--- config.mk ---
export PLATFORM = sky130hd
export DESIGN_NAME = prefix_parser
export DESIGN_NICKNAME = d
export VERILOG_FILES = /design/src/rtl/prefix_parser.sv
export SDC_FILE = /design/constraint.sdc
export NUM_CORES = 1
export LEC_CHECK = 0
export CORE_AREA = 2 2 68 70
export DETAILED_ROUTE_END_ITERATION = 6
export DIE_AREA = 0 0 70 72
export GPL_TIMING_DRIVEN = 1
export PLACE_DENSITY = 0.78
export SLEW_MARGIN = 20
export SYNTH_ARGS = -nofsm -noshare
export SYNTH_HDL_FRONTEND = slang
export SYNTH_SLANG_ARGS = --single-unit
--- constraint.sdc ---
create_clock -name clk -period 7 [get_ports clk]
set_input_delay 2.1 -clock clk [delete_from_list [all_inputs] [get_ports clk]]
set_output_delay 2.1 -clock clk [all_outputs]
set_load 0.03 [all_outputs]
--- src/rtl/prefix_parser.sv ---
module prefix_parser #(
  parameter int MAX_LEN    = 15,
  parameter int MAX_LEGACY = 4,
  localparam int LW = $clog2(MAX_LEN + 2),
  localparam int PW = $clog2(MAX_LEN + 1),
  localparam int CW = $clog2(MAX_LEGACY + 1)
) (
  input  logic          clk,
  input  logic          rst_n,
  input  logic          in_valid,
  input  logic [7:0]    in_byte,
  input  logic          in_last,
  output logic          in_ready,
  input  logic          op_ready,
  output logic          op_valid,
  output logic [7:0]    op_byte,
  output logic          op_osz,
  output logic          op_asz,
  output logic          op_w,
  output logic          op_r,
  output logic          op_x,
  output logic          op_b,
  output logic [PW-1:0] op_npfx,
  output logic [LW-1:0] len_o,
  output logic          fault
);

  typedef enum logic [1:0] {S_PFX, S_BODY, S_DROP} st_t;

  st_t           st_q;
  logic [LW-1:0] len_q;
  logic [CW-1:0] leg_q;
  logic [PW-1:0] npfx_q;
  logic          osz_q, asz_q, flt_q;
  logic [3:0]    ext_q;
  logic          acc, is_leg, is_ext, over, leg_over, emit;

  assign in_ready = !op_valid || op_ready;
  assign acc      = in_valid && in_ready;
  assign is_ext   = in_byte[7:4] == 4'h4;
  assign over     = len_q >= LW'(MAX_LEN);
  assign leg_over = (st_q == S_PFX) && is_leg && (leg_q == CW'(MAX_LEGACY));
  assign emit     = acc && (st_q == S_PFX) && !is_leg && !is_ext && !over;
  assign len_o    = len_q;
  assign fault    = flt_q;

  always_comb begin
    case (in_byte)
      8'h66, 8'h67, 8'hF0, 8'hF2, 8'hF3: is_leg = 1'b1;
      default:                           is_leg = 1'b0;
    endcase
  end

  always_ff @(posedge clk or negedge rst_n) begin
    if (!rst_n) begin
      st_q   <= S_PFX;
      len_q  <= '0;
      leg_q  <= '0;
      npfx_q <= '0;
      osz_q  <= 1'b0;
      asz_q  <= 1'b0;
      ext_q  <= 4'h0;
    end else if (acc) begin
      if (in_last) begin
        st_q   <= S_PFX;
        len_q  <= '0;
        leg_q  <= '0;
        npfx_q <= '0;
        osz_q  <= 1'b0;
        asz_q  <= 1'b0;
        ext_q  <= 4'h0;
      end else begin
        if (len_q != LW'(MAX_LEN + 1)) len_q <= len_q + 1'b1;
        if (st_q == S_PFX) begin
          if (over || leg_over) begin
            st_q <= S_DROP;
          end else if (is_leg) begin
            leg_q  <= leg_q + 1'b1;
            npfx_q <= npfx_q + 1'b1;
            ext_q  <= 4'h0;
            if (in_byte == 8'h66) osz_q <= 1'b1;
            if (in_byte == 8'h67) asz_q <= 1'b1;
          end else if (is_ext) begin
            npfx_q <= npfx_q + 1'b1;
            ext_q  <= in_byte[3:0];
          end else begin
            st_q <= S_BODY;
          end
        end
      end
    end
  end

  always_ff @(posedge clk or negedge rst_n) begin
    if (!rst_n)                  flt_q <= 1'b0;
    else if (acc) begin
      if (over || leg_over)      flt_q <= 1'b1;
      else if (len_q == '0)      flt_q <= 1'b0;
    end
  end

  always_ff @(posedge clk or negedge rst_n) begin
    if (!rst_n) begin
      op_valid <= 1'b0;
      op_byte  <= 8'h00;
      op_osz   <= 1'b0;
      op_asz   <= 1'b0;
      {op_w, op_r, op_x, op_b} <= 4'h0;
      op_npfx  <= '0;
    end else if (emit) begin
      op_valid <= 1'b1;
      op_byte  <= in_byte;
      op_osz   <= osz_q;
      op_asz   <= asz_q;
      {op_w, op_r, op_x, op_b} <= ext_q;
      op_npfx  <= npfx_q;
    end else if (op_ready) begin
      op_valid <= 1'b0;
    end
  end

  a_r6_stall_blocks_input: assert property (@(posedge clk) disable iff (!rst_n)
    op_valid && !op_ready |-> !in_ready);

  a_r6_stall_holds_output: assert property (@(posedge clk) disable iff (!rst_n)
    op_valid && !op_ready |=> op_valid && $stable(op_byte) && $stable(op_npfx)
                              && $stable({op_osz, op_asz, op_w, op_r, op_x, op_b}));

  a_r7_len_bounded: assert property (@(posedge clk) disable iff (!rst_n)
    len_o <= LW'(MAX_LEN + 1));

  a_r7_len_clears: assert property (@(posedge clk) disable iff (!rst_n)
    in_valid && in_ready && in_last |=> len_o == '0);

  a_r9_no_emit_with_fault: assert property (@(posedge clk) disable iff (!rst_n)
    $rose(op_valid) |-> !fault);

  a_r9_excess_prefix_faults: assert property (@(posedge clk) disable iff (!rst_n)
    in_valid && in_ready && leg_over |=> fault);

endmodule

==> flow_metrics.py, run 1 <==
metrics = {
    "clocking": {
        "holdBufCountCts": 0,
        "post-cts-setup-buffer-count": 0,
        "clock_path_buffers": 2,
        "cts_tree": "yes",
        "clkTransAtPathRegs_ns": 0.07,
        "ctsResizeCount": 0,
        "cts-root-buf": "clkbuf_8",
        "cts_buffers": 5,
        "insertion_delay_ns": 0.29,
        "h-tree-depth": 2,
        "cts_sinks": 40,
    },
    "outcome": {
        "status": "finished clean",
    },
    "timing": {
        "tns_ns": 0,
        "slew_headroom_pct": 41.1,
        "final.min_clock_period_ns": 5.52,
        "rsz0062_at_grt": "no",
        "post-route-period-util_pct": 78.9,
        "slew_viol_final": 0,
        "skew_ns": 0.00305,
        "setup_viol": 0,
        "final-hold-violation-count": 0,
        "tightest_slew_ns": 0.876,
        "max_freq_mhz": 181,
    },
    "setup_path": {
        "cp_cell_sequence": "clkdlybuf4s50_1, nand2b_1, clkdlybuf4s50_1",
        "end_kind": "primary output",
        "path_class": "in2out",
        "startpoint": "op_ready",
        "cp_common_cell": "clkdlybuf4s50_1",
        "crit_arrival_ns": 3.42,
        "worstReg2RegStart": "len_o[0]",
        "worstPathRequired_ns": 4.90,
        "startpoint_type": "input pin",
        "worstPathMaxFanout": 4,
        "cp_slowest_cell": "clkdlybuf4s50_1",
        "critPathMaxStageDelay_ns": 0.70,
    },
    "detailed_routing": {
        "drtIter0Drc": 54,
        "drc": 0,
        "ant_nets": 0,
        "vias": 1463,
        "wire_per_inst_um": 13.9,
        "totalWireLength_mm": 3.79,
        "vias_per_cell": 5.38,
        "drtPass1Iterations": 4,
    },
    "layout": {
        "syn_to_final_growth_pct": 24.1,
        "final_util_pct": 61.0,
        "antenna_cells": 0,
        "fin_nets": 239,
        "drive_gt1_share_pct": 19.1,
    },
    "global_route": {
        "grt_usage_pct": 16.8,
        "grt_max_degree": 41,
        "overflow": 0,
        "grt_pass1_vias": 1429,
        "antenna_found_initial": 0,
        "grt_pass1_wl_mm": 6.73,
    },
    "pwr": {
        "p_sw_share_pct": 36.9,
        "seq_power_share_pct": 39.6,
        "powerDensity_nw_per_um2": 336,
        "pwr-share-clk_pct": 18.7,
        "leakage_nw": 1.16,
        "power_frac_comb_pct": 41.7,
        "ir_drop_uv": 271,
        "power.total_mw": 0.875,
        "p_switching_mw": 0.323,
        "p_int_mw": 0.552,
    },
    "logic_synthesis": {
        "syn-instance-count": 178,
        "syn_area_um2": 2100,
        "synthesis.nets": 197,
        "synth_edf_count": 0,
        "ys.flop_type": "dfrtp_1",
        "synth.ff_latch_count": 40,
        "yosysUniqueCellTypes": 44,
        "yosysWarnings": 0,
        "ys_seq_area_share_pct": 47.8,
        "async_flop_share_pct": 100,
        "syn_area_per_cell_um2": 11.8,
    },
    "placed_design": {
        "place.gp.congestion": 0.751,
        "portBuffers": 38,
        "hpwlAfterDp_mm": 2.72,
    },
    "hold_path": {
        "worstHoldPathType": "reg2reg",
        "min_from": "op_byte[4]",
    },
    "floorplanning": {
        "start_util_pct": 49.1,
        "io_pins": 39,
        "die_y_um": 72,
        "die_w_um": 70,
        "core_um2": 4260,
        "placement_rows": 24,
        "design.die.area_um2": 5040,
    },
    "run": {
        "drv_cap": 0,
    },
}
## routing by layer
layer	vias to the layer above	GRT usage, %	share of wire, %
met5	-	0	0
met4	0	5.98	1.3
met3	7	4.03	3.7
met2	29	26.9	48
met1	707	22.5	46
li1	720	-	-
## Yosys cell counts (3+ instances only)
| master | number | area, um^2 |
|---|---|---|
| inv_1 | 13 | 48.8 |
| mux2_2 | 9 | 101 |
| o211ai_1 | 4 | 30.0 |
| o21ai_0 | 19 | 95.1 |
| o31ai_1 | 3 | 22.5 |
| dfrtp_1 | 40 | 1000 |
| mux2_4 | 10 | 150 |
| nor2_1 | 7 | 26.3 |
| nor3_1 | 3 | 15.0 |
| mux2i_1 | 4 | 40.0 |
| ha_1 | 6 | 75.1 |
| nand2_1 | 16 | 60.1 |
| nand3_1 | 6 | 30.0 |
## cell usage in the layout, fill, tap and decap left out, types with 2 or more instances in the layout
cell type	synthesis	final
a41oi_1	2	2
clkbuf_8	0	7
clkdlybuf4s50_1	0	37
dfrtp_1	40	40
ha_1	6	6
inv_1	13	13
mux2_2	9	9
mux2_4	10	10
mux2i_1	4	4
nand2_1	16	16
nand2b_1	2	2
nand3_1	6	6
nand4b_1	2	2
nor2_1	7	7
nor2b_1	2	2
nor3_1	3	3
o211ai_1	4	4
o21ai_0	19	19
o311ai_1	2	2
o31ai_1	3	3
or3_1	2	2
## state kept, by name, indices dropped and copies added (netlist names)
register and cells:
ext_q 4, fault 1, op_osz 1, asz_q 1, op_b 1, op_w 1
npfx_q 4, len_o 5, osz_q 1, leg_q 3, st_q 2, op_r 1
op_byte 8, op_valid 1, op_asz 1, op_npfx 4, op_x 1
## worst paths after layout
| kind | to | slack (ns) | cells past startpoint |
|---|---|---|---|
| hold / removal | op_byte[4] | 0.51 | 1 |
| min in group asynchronous | asz_q | 1.93 | 1 |
| setup / recovery | in_ready | 1.48 | 3 |
| setup reg to reg | op_npfx[1] | 4.48 | 8 |
| hold reg to reg | op_byte[4] | 0.51 | 1 |
| max in group asynchronous | npfx_q[3] | 4.53 | 1 |
## power by group through the flow
stage	clock [mW]	sequential (mW)	combinational (mW)
3_3_place_gp	0	0.350	0.362
4_1_cts	0.168	0.347	0.369
2_1_floorplan	0	0.438	0.144
3_5_place_dp	0	0.351	0.368
5_1_grt	0.177	0.358	0.392
6_report	0.164	0.346	0.365
## stage by stage
stage / cells / worst slack, ns / hold WS [ns] / instance area, um^2
final: 272 / 1.48 / 0.508 / 2600
after floorplan: 178 / 2.50 / 0.465 / 2100
after global placement: 265 / 1.44 / 0.475 / 2500
after detailed placement: 265 / 1.45 / 0.492 / 2500
after global routing: 272 / 1.43 / 0.527 / 2600
after CTS: 272 / 1.45 / 0.511 / 2600
## layout make-up
cell class,count,area [um^2]
clock buffer,7,96.3
fill,358,1660
timing repair buffer,39,383
tap,52,65.1
multi-input combinational,120,1000
sequential,40,1000
inverter,14,55.1
## critical path, delay by kind of cell
family                 cells  cell delay [ns]
buffers and inverters      2             1.14
and+or+nand+nor            1             0.18
## logic make-up (layout without fill, tap and decap cells)
group / count (synthesis) / after routing / share of synthesized area (%)
muxes: 23 / 23 / 13.9
DFF: 40 / 40 / 47.8
adders and majority gates: 6 / 6 / 3.58
and+or+nand+nor: 53 / 53 / 17.1
buffers and inverters: 18 / 60 / 4.48
AOI/OAI and AO/OA: 38 / 38 / 13.1
Power figures use the tool's default switching activity.
==> run 2, diff against run 1 <==
Clock period 7 ns to 5.6 ns, I/O delays scaled along.
==> run 2 against run 1 <==
  * Flip-flop and latch count stayed put
  * Highest routed layer unchanged
  * Power up 24%
  * Die area is the same
  * Clock power rose by 19%
  * Global-route usage decreased by 0.50 points
  * Critical path depth unchanged
  * First-iteration DRC count down 5.6%
  * Critical endpoint unchanged
  * Clock skew is 0.0034 ns higher
==> flow_metrics.py, run 2 (synthesis gave the netlist of run 1 again) <==
metrics = {
    "setup_path": {
        "startpoint_type": "input pin",
        "crit_arrival_ns": 3.04,
        "cp_slowest_cell": "clkdlybuf4s50_1",
        "worstPathMaxFanout": 4,
        "cp_cell_sequence": "clkdlybuf4s50_1, nand2b_1, clkdlybuf4s50_1",
        "r2r_cells": 8,
        "cp_common_cell": "clkdlybuf4s50_1",
        "end_kind": "primary output",
        "worstPathRequired_ns": 3.92,
        "critical_path_buf_inv_count": 2,
        "cp.depth": 3,
        "path_class": "in2out",
        "crit_family": "buffers and inverters",
        "critPathMaxStageDelay_ns": 0.70,
    },
    "clocking": {
        "cts_tree": "yes",
        "cts_buffers": 5,
        "cts_sinks": 40,
        "cts-root-buf": "clkbuf_8",
        "holdBufCountCts": 0,
        "insertion_delay_ns": 0.29,
        "clkTransAtPathRegs_ns": 0.07,
        "ctsResizeCount": 0,
        "h-tree-depth": 2,
        "clock_path_buffers": 2,
        "post-cts-setup-buffer-count": 0,
    },
    "layout": {
        "top_register": "op_byte",
        "syn_to_final_growth_pct": 23.9,
        "largest_register_ffs": 8,
        "fin_cells": 273,
        "final_cell_mix": "dfrtp_1, clkdlybuf4s50_1, o21ai_0",
        "reg.largest.list": "op_byte (8), len_o (5)",
        "fin_nets": 239,
        "antenna_cells": 0,
        "drive_gt1_share_pct": 19.5,
        "fin_area_um2": 2600,
        "final_common_cell": "dfrtp_1",
    },
    "outcome": {
        "status": "finished clean",
    },
    "detailed_routing": {
        "vias": 1463,
        "ant_nets": 0,
        "drtIter0Drc": 51,
        "drc": 0,
        "drtPass1Iterations": 4,
        "vias_per_cell": 5.36,
        "wire_per_inst_um": 14.1,
        "totalWireLength_mm": 3.85,
    },
    "placed_design": {
        "portBuffers": 38,
        "pre_cts_ws_ns": 0.876,
        "placed_cells_incl_taps": 265,
        "hpwlAfterDp_mm": 2.75,
        "post_dp_cell_area_um2": 2500,
        "place.gp.congestion": 0.740,
    },
    "floorplanning": {
        "die_w_um": 70,
        "design.die.area_um2": 5040,
        "io_pins": 39,
        "die_y_um": 72,
        "core_um2": 4260,
        "start_util_pct": 49.1,
        "placement_rows": 24,
    },
    "timing": {
        "setup_viol": 0,
        "slew_headroom_pct": 41.4,
        "post-route-period-util_pct": 84.2,
        "tns_ns": 0,
        "skew_ns": 0.00642,
        "rsz0062_at_grt": "no",
        "final.min_clock_period_ns": 4.72,
        "tightest_slew_ns": 0.879,
        "final-hold-violation-count": 0,
        "max_freq_mhz": 212,
        "fin_ws_ns": 0.882,
        "slew_viol_final": 0,
    },
    "hold_path": {
        "hold_depth": 1,
        "worstHoldPathType": "reg2reg",
    },
    "global_route": {
        "grt_pass1_vias": 1409,
        "antenna_found_initial": 0,
        "grt_max_degree": 41,
        "grt_usage_pct": 16.3,
        "grt_pass1_wl_mm": 6.62,
        "overflow": 0,
    },
    "pwr": {
        "ir_drop_uv": 321,
        "powerDensity_nw_per_um2": 418,
        "leakage_nw": 1.16,
    },
    "run": {
        "drv_cap": 0,
    },
}
[run 2: worst reg2reg max path: stages (launching register included)]
cell,delay (ns)
dfrtp_1,0.45
ha_1,0.25
and3_1,0.15
ha_1,0.20
nor3_4,0.29
and3_4,0.27
inv_4,0.06
nor2_8,0.33
mux2_2,0.39
[run 2: where the power goes]
group,internal [mW],switching [mW]
clock network,0.0983,0.0971
registers,0.368,0.0677
logic,0.212,0.244
total,0.678,0.408
[run 2: final timing paths]
path | startpoint | to | slack (ns)
hold reg to reg | osz_q | op_osz | 0.51
min in group asynchronous | rst_n | op_asz | 1.51
hold / removal | osz_q | op_osz | 0.51
setup reg to reg | len_o[0] | op_byte[2] | 3.09
max in group asynchronous | rst_n | op_byte[1] | 3.54
setup / recovery | op_ready | in_ready | 0.88
[run 2: layout make-up]
| type | instances | area, um^2 |
|---|---|---|
| multi-input cells | 120 | 1000 |
| flip-flops and latches | 40 | 1000 |
| fillers | 356 | 1670 |
| clock inverters | 2 | 10.0 |
| repair buffers | 39 | 383 |
| inverters | 14 | 55.1 |
| clock buffers | 6 | 82.6 |
| well taps | 52 | 65.1 |
[run 2: metal layers]
| metal | global-route usage [%] | up-vias | wire length (um) |
|---|---|---|---|
| met1 | 21.2 | 711 | 1830 |
| met4 | 5.98 | 0 | 57 |
| li1 | - | 720 | - |
| met2 | 27.0 | 26 | 1840 |
| met5 | 0 | - | 0 |
| met3 | 3.47 | 6 | 124 |
[run 2: metrics by stage]
stage | hold WS (ns) | util, % | power (mW)
after floorplan | 0.465 | - | 0.727
after global placement | 0.475 | 58.7 | 0.890
after detailed placement | 0.494 | 58.7 | 0.901
after CTS | 0.512 | 60.9 | 1.10
after global routing | 0.525 | 60.9 | 1.15
final | 0.507 | 60.9 | 1.09
==> run 3, diff against run 2 <==
Settings changed: CORE_AREA 2 2 68 70 to 2 2 70 72, DIE_AREA 0 0 70 72 to 0 0 72 74.
Clock period 5.6 ns to 4 ns, I/O delays scaled along.
==> run 3 against run 2 <==
  * Clock skew barely moved
  * Final cell count rose by 1.5%
  * Non-clock buffer count rose by 2
  * Largest cell class unchanged
  * Worst hold slack barely moved
  * Via count fell by 1.2%
==> flow_metrics.py, run 3 (synthesis gave the netlist of run 1 again) <==
metrics = {
    "outcome": {
        "status": "finished clean",
    },
    "setup_path": {
        "end_kind": "primary output",
        "cp_cell_sequence": "clkdlybuf4s50_1, nand2b_1, clkdlybuf4s50_1",
        "worstPathMaxFanout": 2,
        "worstPathRequired_ns": 2.80,
        "startpoint": "op_ready",
        "crit_arrival_ns": 2.50,
        "worstReg2RegStart": "len_o[0]",
        "path_class": "in2out",
        "cp_slowest_cell": "clkdlybuf4s50_1",
        "timing.rr.end": "op_byte[0]",
        "cp_common_cell": "clkdlybuf4s50_1",
        "rrSetupSlack_ns": 1.49,
        "startpoint_type": "input pin",
        "r2r_cells": 8,
        "critPathMaxStageDelay_ns": 0.69,
    },
    "pwr": {
        "leakage_nw": 1.17,
        "ir_drop_uv": 358,
        "p_int_mw": 1.00,
        "p_sw_share_pct": 36.7,
        "power.total_mw": 1.58,
        "pwr-share-clk_pct": 20.5,
        "seq_power_share_pct": 38.6,
        "powerDensity_nw_per_um2": 601,
        "power_frac_comb_pct": 40.9,
        "p_switching_mw": 0.580,
    },
    "hold_path": {
        "min_from": "op_byte[2]",
        "hold_depth": 1,
        "worstHoldPathType": "reg2reg",
        "min_to": "op_byte[2]",
    },
    "clocking": {
        "cts-root-buf": "clkbuf_8",
        "holdBufCountCts": 0,
        "clock_path_buffers": 2,
        "h-tree-depth": 2,
        "ctsResizeCount": 0,
        "post-cts-setup-buffer-count": 0,
        "clkTransAtPathRegs_ns": 0.08,
        "cts_sinks": 40,
        "insertion_delay_ns": 0.29,
        "cts_tree": "yes",
        "cts_buffers": 5,
    },
    "detailed_routing": {
        "drc": 0,
        "vias": 1446,
        "drtPass1Iterations": 4,
        "drtIter0Drc": 56,
        "wire_per_inst_um": 14.4,
        "ant_nets": 0,
        "totalWireLength_mm": 4.00,
        "vias_per_cell": 5.22,
    },
    "layout": {
        "antenna_cells": 0,
        "largest_register_ffs": 8,
        "reg.largest.list": "op_byte (8), len_o (5)",
        "syn_to_final_growth_pct": 25.5,
        "drive_gt1_share_pct": 19.7,
        "fin_cells": 277,
        "final_common_cell": "dfrtp_1",
        "fin_nets": 241,
        "final_cell_mix": "dfrtp_1, clkdlybuf4s50_1, o21ai_0",
        "top_register": "op_byte",
    },
    "placed_design": {
        "hpwlAfterDp_mm": 2.90,
        "place.gp.congestion": 0.839,
        "placed_cells_incl_taps": 269,
        "portBuffers": 38,
    },
    "global_route": {
        "overflow": 0,
        "grt_usage_pct": 16.2,
        "grt_pass1_wl_mm": 6.77,
        "grt_max_degree": 41,
        "grt_pass1_vias": 1414,
        "antenna_found_initial": 0,
    },
    "floorplanning": {
        "core_um2": 4600,
        "start_util_pct": 45.6,
        "design.die.area_um2": 5330,
        "io_pins": 39,
        "die_y_um": 74,
        "placement_rows": 25,
        "die_w_um": 72,
    },
    "timing": {
        "skew_ns": 0.00611,
        "max_freq_mhz": 270,
        "tightest_slew_ns": 0.882,
        "tns_ns": 0,
        "slew_viol_final": 0,
        "setup_viol": 0,
        "slew_headroom_pct": 41.2,
        "post-route-period-util_pct": 92.6,
        "final.min_clock_period_ns": 3.70,
        "rsz0062_at_grt": "no",
        "final-hold-violation-count": 0,
    },
    "run": {
        "drv_cap": 0,
    },
}
-- run 3: layout make-up --
class                   instances  area (um^2)
clock inverters                 2         35.0
inverters                      14         55.1
repair buffers                 41          398
multi-input cells             120         1000
fillers                       389         1970
clock buffers                   6         72.6
flip-flops and latches         40         1000
well taps                      54         67.6
-- run 3: worst max-delay path by stage --
stage	end	slack, ns	cells past startpoint
after floorplan	op_asz	1.25	7
after global placement	in_ready	0.27	3
after detailed placement	in_ready	0.27	3
after CTS	in_ready	0.27	3
after global routing	in_ready	0.26	3
final	in_ready	0.30	3
-- run 3: critical path: cells and delay by family --
family | cells | cell delay [ns]
and+or+nand+nor | 1 | 0.16
buffers and inverters | 2 | 1.15
-- run 3: layer usage --
metal / GRT usage, % / share of wire (%) / vias up
met5: 0 / 0 / -
met4: 3.77 / 0.53 / 0
met2: 26.0 / 48 / 25
met1: 22.5 / 47 / 694
li1: - / - / 724
met3: 4.07 / 4.0 / 3
-- run 3: through the flow --
step	hold WS, ns	utilization (%)	setup WS (ns)	cell area, um^2
finish	0.508	57.2	0.296	2630
global route	0.527	57.2	0.265	2630
CTS	0.511	57.2	0.268	2630
detailed placement	0.491	54.9	0.271	2520
global placement	0.475	54.9	0.267	2520
floorplan	0.465	-	1.25	2100
-- run 3: power groups by stage --
stage,clock network [mW],logic [mW],registers [mW]
after CTS,0.334,0.654,0.610
final,0.324,0.646,0.610
after global routing,0.351,0.697,0.628
after detailed placement,0,0.652,0.617
after global placement,0,0.637,0.613
after floorplan,0,0.251,0.767
